===== config.mk =====
export PLATFORM = sky130hd
export DESIGN_NAME = tft_timing_gen
export DESIGN_NICKNAME = d
export VERILOG_FILES = /design/src/rtl/tft_timing_pkg.sv /design/src/rtl/tft_pclk_div.sv /design/src/rtl/tft_phase_seq.sv /design/src/rtl/tft_timing_gen.sv
export SDC_FILE = /design/constraint.sdc
export NUM_CORES = 1
export LEC_CHECK = 0
export BUFFER_PORTS_ARGS = -buffer_cell sky130_fd_sc_hd__buf_2
export CORE_ASPECT_RATIO = 2
export CORE_MARGIN = 2
export CORE_UTILIZATION = 40
export DETAILED_ROUTE_END_ITERATION = 10
export HOLD_SLACK_MARGIN = 0.05
export PLACE_DENSITY_LB_ADDON = 0.2
export RECOVER_POWER = 25
export SLEW_MARGIN = 20
export SYNTH_ARGS = -nofsm -noshare
export SYNTH_HDL_FRONTEND = slang
export SYNTH_SLANG_ARGS = --single-unit
export TNS_END_PERCENT = 30

===== constraint.sdc =====
create_clock -name clk -period 9 [get_ports clk]
set_clock_uncertainty 0.05 [all_clocks]
set_input_delay 0.45 -clock clk [delete_from_list [all_inputs] [get_ports clk]]
set_output_delay 0.45 -clock clk [all_outputs]
set_load 0.01 [all_outputs]

===== src/rtl/tft_timing_pkg.sv =====
package tft_timing_pkg;

  typedef enum logic [1:0] {
    PH_SYNC  = 2'b00,
    PH_BACK  = 2'b01,
    PH_ACT   = 2'b10,
    PH_FRONT = 2'b11
  } tft_phase_e;

  function automatic int max4(input int a, input int b, input int c, input int d);
    int m;
    m = a;
    if (b > m) m = b;
    if (c > m) m = c;
    if (d > m) m = d;
    return m;
  endfunction

  function automatic tft_phase_e next_phase(input tft_phase_e p);
    return tft_phase_e'(p + 2'd1);
  endfunction

endpackage


===== src/rtl/tft_pclk_div.sv =====
module tft_pclk_div #(
  parameter int DIV_W = 10
) (
  input  logic             clk,
  input  logic             rst_n,
  input  logic             clr,
  input  logic [DIV_W-1:0] div_val,
  output logic             tick,
  output logic             lvl
);
  localparam logic [DIV_W-1:0] DIV_MIN = DIV_W'(1);

  logic [DIV_W-1:0] cnt;
  logic [DIV_W-1:0] div_eff;
  logic             half_end;

  assign div_eff  = (div_val < DIV_MIN) ? DIV_MIN : div_val;
  assign half_end = (cnt >= div_eff);
  assign tick     = half_end & lvl;

  always_ff @(posedge clk or negedge rst_n) begin
    if (!rst_n) begin
      cnt <= '0;
      lvl <= 1'b0;
    end else if (clr) begin
      cnt <= '0;
      lvl <= 1'b0;
    end else if (half_end) begin
      cnt <= '0;
      lvl <= ~lvl;
    end else begin
      cnt <= cnt + DIV_W'(1);
    end
  end

endmodule


===== src/rtl/tft_phase_seq.sv =====
module tft_phase_seq
  import tft_timing_pkg::*;
#(
  parameter int W = 11
) (
  input  logic         clk,
  input  logic         rst_n,
  input  logic         clr,
  input  logic         step,
  input  logic [W-1:0] len_sync,
  input  logic [W-1:0] len_back,
  input  logic [W-1:0] len_act,
  input  logic [W-1:0] len_front,
  output tft_phase_e   phase,
  output logic [W-1:0] pos,
  output logic         last
);
  logic [W-1:0] cur_len;
  logic         seg_end;

  always_comb begin
    unique case (phase)
      PH_SYNC:  cur_len = len_sync;
      PH_BACK:  cur_len = len_back;
      PH_ACT:   cur_len = len_act;
      default:  cur_len = len_front;
    endcase
  end

  assign seg_end = (pos == cur_len);
  assign last    = seg_end && (phase == PH_FRONT);

  always_ff @(posedge clk or negedge rst_n) begin
    if (!rst_n) begin
      phase <= PH_SYNC;
      pos   <= '0;
    end else if (clr) begin
      phase <= PH_SYNC;
      pos   <= '0;
    end else if (step) begin
      if (seg_end) begin
        pos   <= '0;
        phase <= next_phase(phase);
      end else begin
        pos <= pos + W'(1);
      end
    end
  end

endmodule


===== src/rtl/tft_timing_gen.sv =====
module tft_timing_gen
  import tft_timing_pkg::*;
#(
  parameter int DIV_W     = 10,
  parameter int H_SYNC_W  = 8,
  parameter int H_BACK_W  = 7,
  parameter int H_ACT_W   = 11,
  parameter int H_FRONT_W = 8,
  parameter int V_SYNC_W  = 6,
  parameter int V_BACK_W  = 8,
  parameter int V_ACT_W   = 10,
  parameter int V_FRONT_W = 8,
  parameter int PIX_W     = 16
) (
  input  logic                 clk,
  input  logic                 rst_n,
  input  logic                 vid_en,
  input  logic [DIV_W-1:0]     clk_div,
  input  logic                 edge_sel,
  input  logic [H_SYNC_W-1:0]  h_sync_len,
  input  logic [H_BACK_W-1:0]  h_back_len,
  input  logic [H_ACT_W-1:0]   h_act_len,
  input  logic [H_FRONT_W-1:0] h_front_len,
  input  logic [V_SYNC_W-1:0]  v_sync_len,
  input  logic [V_BACK_W-1:0]  v_back_len,
  input  logic [V_ACT_W-1:0]   v_act_len,
  input  logic [V_FRONT_W-1:0] v_front_len,
  input  logic                 lend_en,
  input  logic                 inv_hsync,
  input  logic                 inv_vsync,
  input  logic                 inv_de,
  input  logic                 inv_lend,
  input  logic                 inv_data,
  input  logic [PIX_W-1:0]     pix_in,
  output logic                 pclk_o,
  output logic                 hsync_o,
  output logic                 vsync_o,
  output logic                 de_o,
  output logic                 lend_o,
  output logic [PIX_W-1:0]     pix_o,
  output logic                 pix_stb_o,
  output logic [H_ACT_W-1:0]   x_o,
  output logic [V_ACT_W-1:0]   y_o,
  output logic [1:0]           hstat_o,
  output logic [1:0]           vstat_o,
  output logic [V_ACT_W-1:0]   line_cnt_o
);
  localparam int HW = max4(H_SYNC_W, H_BACK_W, H_ACT_W, H_FRONT_W);
  localparam int VW = max4(V_SYNC_W, V_BACK_W, V_ACT_W, V_FRONT_W);

  // shadow copies of the geometry, refreshed only at frame boundaries
  logic [H_SYNC_W-1:0]  sh_h_sync;
  logic [H_BACK_W-1:0]  sh_h_back;
  logic [H_ACT_W-1:0]   sh_h_act;
  logic [H_FRONT_W-1:0] sh_h_front;
  logic [V_SYNC_W-1:0]  sh_v_sync;
  logic [V_BACK_W-1:0]  sh_v_back;
  logic [V_ACT_W-1:0]   sh_v_act;
  logic [V_FRONT_W-1:0] sh_v_front;
  logic                 sh_lend_en;

  // named internal events
  logic       clr;
  logic       tick;
  logic       pclk_lvl;
  logic       h_last;
  logic       v_last;
  logic       v_step;
  logic       frame_end;
  logic       shadow_load;
  logic       hs_int, vs_int, de_int, le_int;
  tft_phase_e h_ph, v_ph;
  logic [HW-1:0] h_pos;
  logic [VW-1:0] v_pos;

  assign clr         = !vid_en;
  assign v_step      = tick && h_last;
  assign frame_end   = v_step && v_last;
  assign shadow_load = clr || frame_end;

  always_ff @(posedge clk or negedge rst_n) begin
    if (!rst_n) begin
      sh_h_sync  <= '0;
      sh_h_back  <= '0;
      sh_h_act   <= '0;
      sh_h_front <= '0;
      sh_v_sync  <= '0;
      sh_v_back  <= '0;
      sh_v_act   <= '0;
      sh_v_front <= '0;
      sh_lend_en <= 1'b0;
    end else if (shadow_load) begin
      sh_h_sync  <= h_sync_len;
      sh_h_back  <= h_back_len;
      sh_h_act   <= h_act_len;
      sh_h_front <= h_front_len;
      sh_v_sync  <= v_sync_len;
      sh_v_back  <= v_back_len;
      sh_v_act   <= v_act_len;
      sh_v_front <= v_front_len;
      sh_lend_en <= lend_en;
    end
  end

  tft_pclk_div #(.DIV_W(DIV_W)) u_div (
    .clk     (clk),
    .rst_n   (rst_n),
    .clr     (clr),
    .div_val (clk_div),
    .tick    (tick),
    .lvl     (pclk_lvl)
  );

  tft_phase_seq #(.W(HW)) u_hseq (
    .clk       (clk),
    .rst_n     (rst_n),
    .clr       (clr),
    .step      (tick),
    .len_sync  (HW'(sh_h_sync)),
    .len_back  (HW'(sh_h_back)),
    .len_act   (HW'(sh_h_act)),
    .len_front (HW'(sh_h_front)),
    .phase     (h_ph),
    .pos       (h_pos),
    .last      (h_last)
  );

  tft_phase_seq #(.W(VW)) u_vseq (
    .clk       (clk),
    .rst_n     (rst_n),
    .clr       (clr),
    .step      (v_step),
    .len_sync  (VW'(sh_v_sync)),
    .len_back  (VW'(sh_v_back)),
    .len_act   (VW'(sh_v_act)),
    .len_front (VW'(sh_v_front)),
    .phase     (v_ph),
    .pos       (v_pos),
    .last      (v_last)
  );

  assign hs_int = vid_en && (h_ph == PH_SYNC);
  assign vs_int = vid_en && (v_ph == PH_SYNC);
  assign de_int = vid_en && (h_ph == PH_ACT) && (v_ph == PH_ACT);
  assign le_int = vid_en && sh_lend_en && h_last;

  assign pclk_o    = (vid_en & pclk_lvl) ^ edge_sel;
  assign hsync_o   = hs_int ^ inv_hsync;
  assign vsync_o   = vs_int ^ inv_vsync;
  assign de_o      = de_int ^ inv_de;
  assign lend_o    = le_int ^ inv_lend;
  assign pix_o     = (de_int ? pix_in : '0) ^ {PIX_W{inv_data}};
  assign pix_stb_o = tick && de_int;

  assign x_o     = (h_ph == PH_ACT) ? h_pos[H_ACT_W-1:0] : '0;
  assign y_o     = (v_ph == PH_ACT) ? v_pos[V_ACT_W-1:0] : '0;
  assign hstat_o = h_ph;
  assign vstat_o = v_ph;

  always_comb begin
    unique case (v_ph)
      PH_SYNC, PH_BACK: line_cnt_o = sh_v_act;
      PH_ACT:           line_cnt_o = sh_v_act - v_pos[V_ACT_W-1:0];
      default:          line_cnt_o = '0;
    endcase
  end

endmodule


==> run_results.csv, run 1 <==
group,metric,value,unit
routing,drt_iter0_markers,272,
worst_setup_path,r2r_start,"u_hseq.phase[0]$_DFFE_PN0P_",
global_routing,grt_usage,0.211,
routing,drtAntennaViolNets,0,
clock_network,cts_tree,"built",
floorplan,die_h,185,um
timing,max_freq,233,MHz
timing,period_needed,4.29,ns
worst_setup_path,crit_path_start,"u_hseq.phase[0]$_DFFE_PN0P_",
routing,viasPerCell,5.41,
synth,ys_seq_elements,103,
synth,synth.distinct_cells,60,
clock_network,clkLatencyLatePin,0.35,ns
floorplan,die_area,0.0175,sq mm
run,maxCapViolCount,0,
layout,syn2layout_area_growth,19.1,%
placement,place_congestion,0.897,
layout,nets,923,
floorplan,core-area,0.0162,sq mm
layout,layout_common_cells,"153 x buf_2, 103 x dfrtp_1, 58 x nand2_1, 43 x xnor2_1, 42 x inv_1",
synth,syn_nets,777,
global_routing,grt_overflow_total,0,
floorplan,pin_count,159,
worst_setup_path,critPathRequiredTime,8.50,ns
worst_setup_path,critical_path.endpoint_type,"output pin",
global_routing,first_global_vias,5653,
placement,port_buffers,158,
synth,netlist_area,0.00657,sq mm
worst_setup_path,arrival,3.79,ns
synth,synthArstFlopShare,1.00,
floorplan,fp.dieW,94.7,um
timing,rsz0062_at_grt,"no",
synth,seq_area_frac_synth,0.392,
layout,num_antenna_cells,0,
worst_setup_path,start_kind,"flip-flop",
synth,synth_enable_flop_cells,0,
clock_network,cts_buffers,9,
placement,dp_hpwl,14000,um
layout,layout-drive-gt1-share,0.282,
clock_network,htree_num_levels,3,
timing,tns,0,ns
timing,fin_crit_sh,0.477,
global_routing,antenna_found_initial,0,
routing,drt_pass1_iterations,5,
synth,syn_avg_cell_area,10.2,sq um
clock_network,cts-root-buf,"clkbuf_16",
clock_network,cts_max_path_buffers,2,
clock_network,cts.sink_count,103,
layout,mostFrequentLayoutCell,"buf_2",
outcome,outcome,"finished, final reports clean",
routing,wire_per_inst,18.2,um
routing,totalWireLength,18200,um
worst_setup_path,criticalPathCategory,"flip-flop to output pin",
timing,worst_pin_slew,1.36,ns
pwr,p_leak,3.68,nW
global_routing,grt_max_degree,80,
synth,syn_inst,642,
pwr,power.total,1.16,mW
floorplan,start_util,0.406,
routing,remaining_drc_errors,0,
worst_hold_path,min_from,"h_act_len[7]",
timing,slew_viol_final,0,
worst_hold_path,hp-class,"input pin to flip-flop",
timing,finalSetupViolCount,0,
global_routing,grt_pass1_wl,28100,um
timing,hold_violations,0,
clock_network,path_clk_slew,0.07,ns
pwr,power_per_cell_area,148,mW/mm^2
pwr,ir_drop,0.0000887,V
floorplan,std_cell_rows,66,
worst_setup_path,path_max_fanout,22,
clock_network,cts_resized,0,
routing,route.vias.total,5389,
synth,synth_flop_cell,"dfrtp_1",
timing,slew_headroom,0.0907,
synth,yosys_warnings,0,
-- report_power, final --
group | leakage (nW) | total, mW | internal, mW | switching (mW)
clock network | 0.157 | 0.418 | 0.244 | 0.174
registers | 1.28 | 0.533 | 0.498 | 0.0351
logic | 2.24 | 0.212 | 0.108 | 0.104
total | 3.68 | 1.16 | 0.849 | 0.313
-- state kept, by name, summed over array words and instances, names as in the netlist --
register and count:
sh_h_act 11, u_hseq.pos 11, sh_v_act 10, u_div.cnt 10
u_vseq.pos 10, sh_h_front 8, sh_h_sync 8, sh_v_back 8
sh_v_front 8, sh_h_back 7, sh_v_sync 6, u_hseq.phase 2
u_vseq.phase 2, sh_lend_en 1, u_div.lvl 1
-- per-layer routing --
| metal | up-vias | global-route usage | routed length, um |
|---|---|---|---|
| met5 | - | 0 | 0 |
| met4 | 0 | 0.0887 | 585 |
| met3 | 31 | 0.0342 | 904 |
| met2 | 184 | 0.420 | 10500 |
| met1 | 2606 | 0.204 | 6210 |
| li1 | 2568 | - | - |
-- cells by family after synthesis --
group,after synthesis,synth area share
flip-flops,103,0.392
AO/OA/AOI/OAI,102,0.117
adder cells (fa/ha/maj),33,0.0640
multiplexers,83,0.156
AND/OR/NAND/NOR,201,0.157
buffers and inverters,70,0.0466
XOR/XNOR,50,0.0666
-- Yosys cell counts (4+ instances only) --
cell | count | area [sq um]
ha_1 | 32 | 400
buf_6 | 4 | 45.0
xnor2_1 | 43 | 377
nor2b_1 | 13 | 81.3
nand2_1 | 58 | 218
a31o_2 | 4 | 35.0
inv_1 | 42 | 158
o32ai_1 | 9 | 78.8
a21o_1 | 7 | 52.6
buf_2 | 8 | 40.0
mux2_4 | 30 | 450
mux2_2 | 10 | 113
and3_1 | 8 | 50.1
o21ai_0 | 17 | 85.1
mux2i_1 | 15 | 150
a222oi_1 | 13 | 130
dfrtp_1 | 103 | 2580
a21oi_1 | 14 | 70.1
nand4_1 | 7 | 43.8
nor3_1 | 15 | 75.1
a22o_1 | 7 | 61.3
clkbuf_1 | 13 | 48.8
xor2_1 | 7 | 61.3
mux2_1 | 28 | 315
nand2b_1 | 6 | 37.5
and2_1 | 22 | 138
nand3b_1 | 8 | 60.1
nand3_1 | 17 | 85.1
o21a_1 | 4 | 30.0
nor2_1 | 32 | 120
-- area by class of cell --
type | count | area [sq um]
sequential | 103 | 2580
multi-input combinational | 469 | 3700
inverter | 42 | 158
timing repair buffer | 163 | 828
clock buffer | 10 | 229
fill | 1590 | 8360
tap | 204 | 255
clock inverter | 6 | 83.8
-- per-stage QoR --
stage | worst slack (ns) | util | hold slack [ns] | instance area, sq um | std cells
2_1_floorplan | 5.97 | - | 0.104 | 6570 | 642
3_3_place_gp | 4.53 | 0.464 | 0.315 | 7510 | 980
3_5_place_dp | 4.45 | 0.464 | 0.319 | 7510 | 980
4_1_cts | 4.68 | 0.484 | 0.244 | 7830 | 997
5_1_grt | 4.37 | 0.484 | 0.249 | 7830 | 997
6_report | 4.71 | 0.484 | 0.257 | 7830 | 997
-- repair_timing --
item | in CTS | in global routing
hold buffers | 1 | 0
buffers inserted | 0 | 0
endpoints found under the hold margin | 24 | 0
-- path summary, 6_finish.rpt --
path / slack, ns / cells past startpoint / to
hold reg to reg: 0.45 / 1 / sh_h_sync[0]$_DFFE_PN0P_
min in group asynchronous: 0.90 / 2 / sh_h_act[6]$_DFFE_PN0P_
max in group asynchronous: 6.62 / 3 / sh_h_back[0]$_DFFE_PN0P_
hold / removal: 0.26 / 2 / sh_h_act[7]$_DFFE_PN0P_
setup / recovery: 4.71 / 10 / lend_o
setup reg to reg: 4.82 / 10 / sh_h_back[4]$_DFFE_PN0P_
-- worst max-delay path, stage by stage (launching register included) --
cell and delay [ns]:
dfrtp_1 0.44, inv_1 0.13, ha_1 0.66, a221oi_1 0.23, o21a_1 0.21, nor3_1 0.33
nand4_1 0.22, nor3_1 0.59, nand4_1 0.28, xnor2_1 0.20, buf_2 0.15
Power figures use the tool's default switching activity.
==> run 2, diff against run 1 <==
==> constraint.sdc (replaced) <==
create_clock -name clk -period 3.84 [get_ports clk]
set_clock_uncertainty 0.05 [all_clocks]
set_input_delay 0.192 -clock clk [delete_from_list [all_inputs] [get_ports clk]]
set_output_delay 0.192 -clock clk [all_outputs]
set_load 0.01 [all_outputs]
==> run_results.csv, run 2 (same netlist as run 1, synthesis figures left out) <==
group,metric,value,unit
worst_hold_path,min_from,"h_back_len[3]",
timing,max_freq,293,MHz
pwr,pwr-share-seq,0.459,
global_routing,antenna_found_initial,0,
worst_setup_path,critPathTopFamily,"simple AND/OR/NAND/NOR gates",
worst_hold_path,min_delay_path_depth,2,
timing,slew_viol_final,75,
routing,drt_iter0_markers,216,
global_routing,grt_max_degree,75,
layout,multi_input_area,0.00370,sq mm
routing,totalWireLength,19000,um
layout,syn2layout_area_growth,29.6,%
pwr,ir_drop,0.000224,V
floorplan,die_h,185,um
clock_network,cts_max_path_buffers,2,
layout,regArea,0.00258,sq mm
timing,hold_violations,0,
pwr,p_leak,3.99,nW
worst_setup_path,slowest_delay,0.44,ns
floorplan,start_util,0.406,
pwr,power_per_cell_area,321,mW/mm^2
worst_setup_path,crit_chain,"inv_1, ha_1, buf_4, a222oi_1, mux2i_1, xnor2_1, nand4_1, nor3_1, nand4_1, xnor2_1, buf_2",
routing,drtAntennaViolNets,0,
floorplan,std_cell_rows,66,
timing,setup_ws,0.427,ns
clock_network,cts_tree,"built",
global_routing,grt_busiest_layer,"met2",
global_routing,first_global_vias,5819,
worst_setup_path,cp_slowest_cell,"dfrtp_1",
worst_setup_path,start_kind,"flip-flop",
pwr,power.total,2.73,mW
timing,rsz0062_at_grt,"no",
global_routing,grtUsageMet2,0.439,
layout,final_cells,1068,
routing,remaining_drc_errors,0,
routing,viasPerCell,5.31,
global_routing,grt_usage,0.221,
pwr,power_frac_comb,0.200,
worst_setup_path,criticalPathCategory,"flip-flop to output pin",
outcome,outcome,"finished with violations",
placement,place_inst,989,
routing,drt_pass1_iterations,5,
timing,fin_crit_sh,0.889,
placement,place_ws,0.389,ns
worst_setup_path,regToRegEndpoint,"sh_h_sync[0]$_DFFE_PN0P_",
worst_setup_path,arrival,3.17,ns
floorplan,fp.dieW,94.7,um
global_routing,met1_usage,0.218,
timing,slew_headroom,-0.282,
worst_hold_path,hp-class,"input pin to flip-flop",
routing,route.vias.total,5666,
pwr,p_sw,0.755,mW
global_routing,grt_pass1_wl,29300,um
layout,largestRegisters,"sh_h_act: 11 flops, u_hseq.pos: 11 flops",
clock_network,path_clk_slew,0.07,ns
floorplan,core-area,0.0162,sq mm
global_routing,grt_overflow_total,0,
layout,nFillCells,1511,
worst_setup_path,cp_num_buf_inv,3,
timing,tns,0,ns
layout,num_antenna_cells,0,
clock_network,cts.sink_count,103,
worst_setup_path,path_max_fanout,19,
layout,mostFrequentLayoutCell,"buf_2",
global_routing,use_met3,0.0256,
placement,dp_hpwl,14500,um
run,maxCapViolCount,1,
pwr,switching_share,0.277,
timing,worst_pin_slew,1.92,ns
routing,wire_per_inst,17.8,um
worst_setup_path,r2r_start,"u_vseq.phase[0]$_DFFE_PN0P_",
pwr,p_int,1.98,mW
clock_network,cts-root-buf,"clkbuf_16",
pwr,clkPwrFrac,0.341,
placement,place_congestion,0.888,
clock_network,cts_hold_buf,63,
placement,port_buffers,158,
clock_network,cts_resized,0,
outcome,violations,"max-capacitance violations, max-slew violations",
floorplan,die_area,0.0175,sq mm
worst_hold_path,holdPathEnd,"sh_h_back[3]$_DFFE_PN0P_",
clock_network,htree_num_levels,3,
layout,nets,994,
floorplan,pin_count,159,
clock_network,cts_buffers,9,
worst_setup_path,critPathRequiredTime,3.60,ns
worst_setup_path,worst_r2r_path_depth,10,
worst_setup_path,critical_path.endpoint_type,"output pin",
layout,layout_common_cells,"157 x buf_2, 103 x dfrtp_1, 63 x dlygate4sd3_1, 58 x nand2_1, 43 x xnor2_1",
timing,finalSetupViolCount,0,
timing,period_needed,3.41,ns
worst_setup_path,r2r_slack,0.43,ns
clock_network,cts_setup_buffers,0,
layout,layout-drive-gt1-share,0.275,
clock_network,clkLatencyLatePin,0.35,ns
-- run 2: worst max path at each step --
stage / startpoint / endpoint / slack (ns) / cells after the start
after detailed placement: u_hseq.phase[0]$_DFFE_PN0P_ / sh_h_sync[0]$_DFFE_PN0P_ / 0.39 / 10
after CTS: u_hseq.phase[0]$_DFFE_PN0P_ / sh_h_sync[0]$_DFFE_PN0P_ / 0.35 / 10
after global routing: u_hseq.phase[0]$_DFFE_PN0P_ / sh_h_front[0]$_DFFE_PN0P_ / 0.14 / 11
after floorplan: u_vseq.phase[0]$_DFFE_PN0P_ / sh_h_act[10]$_DFFE_PN0P_ / 0.81 / 12
final: u_hseq.phase[0]$_DFFE_PN0P_ / lend_o / 0.43 / 11
after global placement: u_vseq.phase[0]$_DFFE_PN0P_ / sh_h_act[5]$_DFFE_PN0P_ / 0.47 / 10
-- run 2: power by group through the flow --
stage                     Sequential, mW  Clock (mW)  Combinational (mW)
after floorplan                     1.24           0               0.340
after global placement              1.27           0               0.485
after detailed placement            1.27           0               0.501
after CTS                           1.25       0.956               0.553
after global routing                1.26        1.00               0.604
final                               1.25       0.930               0.547
-- run 2: metrics by stage --
| step | cell area, sq um | util | hold WS (ns) |
|---|---|---|---|
| floorplan | 6570 | - | -0.154 |
| global placement | 7590 | 0.469 | 0.343 |
| detailed placement | 7590 | 0.469 | 0.357 |
| CTS | 8520 | 0.526 | 0.0541 |
| global route | 8520 | 0.526 | 0.0551 |
| finish | 8520 | 0.526 | 0.0617 |
-- run 2: routing by layer --
| layer | vias to the layer above | part of all wire | wire length [um] |
|---|---|---|---|
| met5 | - | 0 | 0 |
| met2 | 182 | 0.58 | 10900 |
| met3 | 35 | 0.037 | 710 |
| li1 | 2711 | - | - |
| met4 | 0 | 0.038 | 720 |
| met1 | 2738 | 0.35 | 6640 |
-- run 2: cell type report --
| cell class | instances | share of cell area |
|---|---|---|
| sequential | 103 | 0.303 |
| clock inverter | 6 | 0.00808 |
| tap | 204 | 0.0300 |
| timing repair buffer | 234 | 0.180 |
| clock buffer | 10 | 0.0269 |
| inverter | 42 | 0.0185 |
| multi-input combinational | 469 | 0.434 |
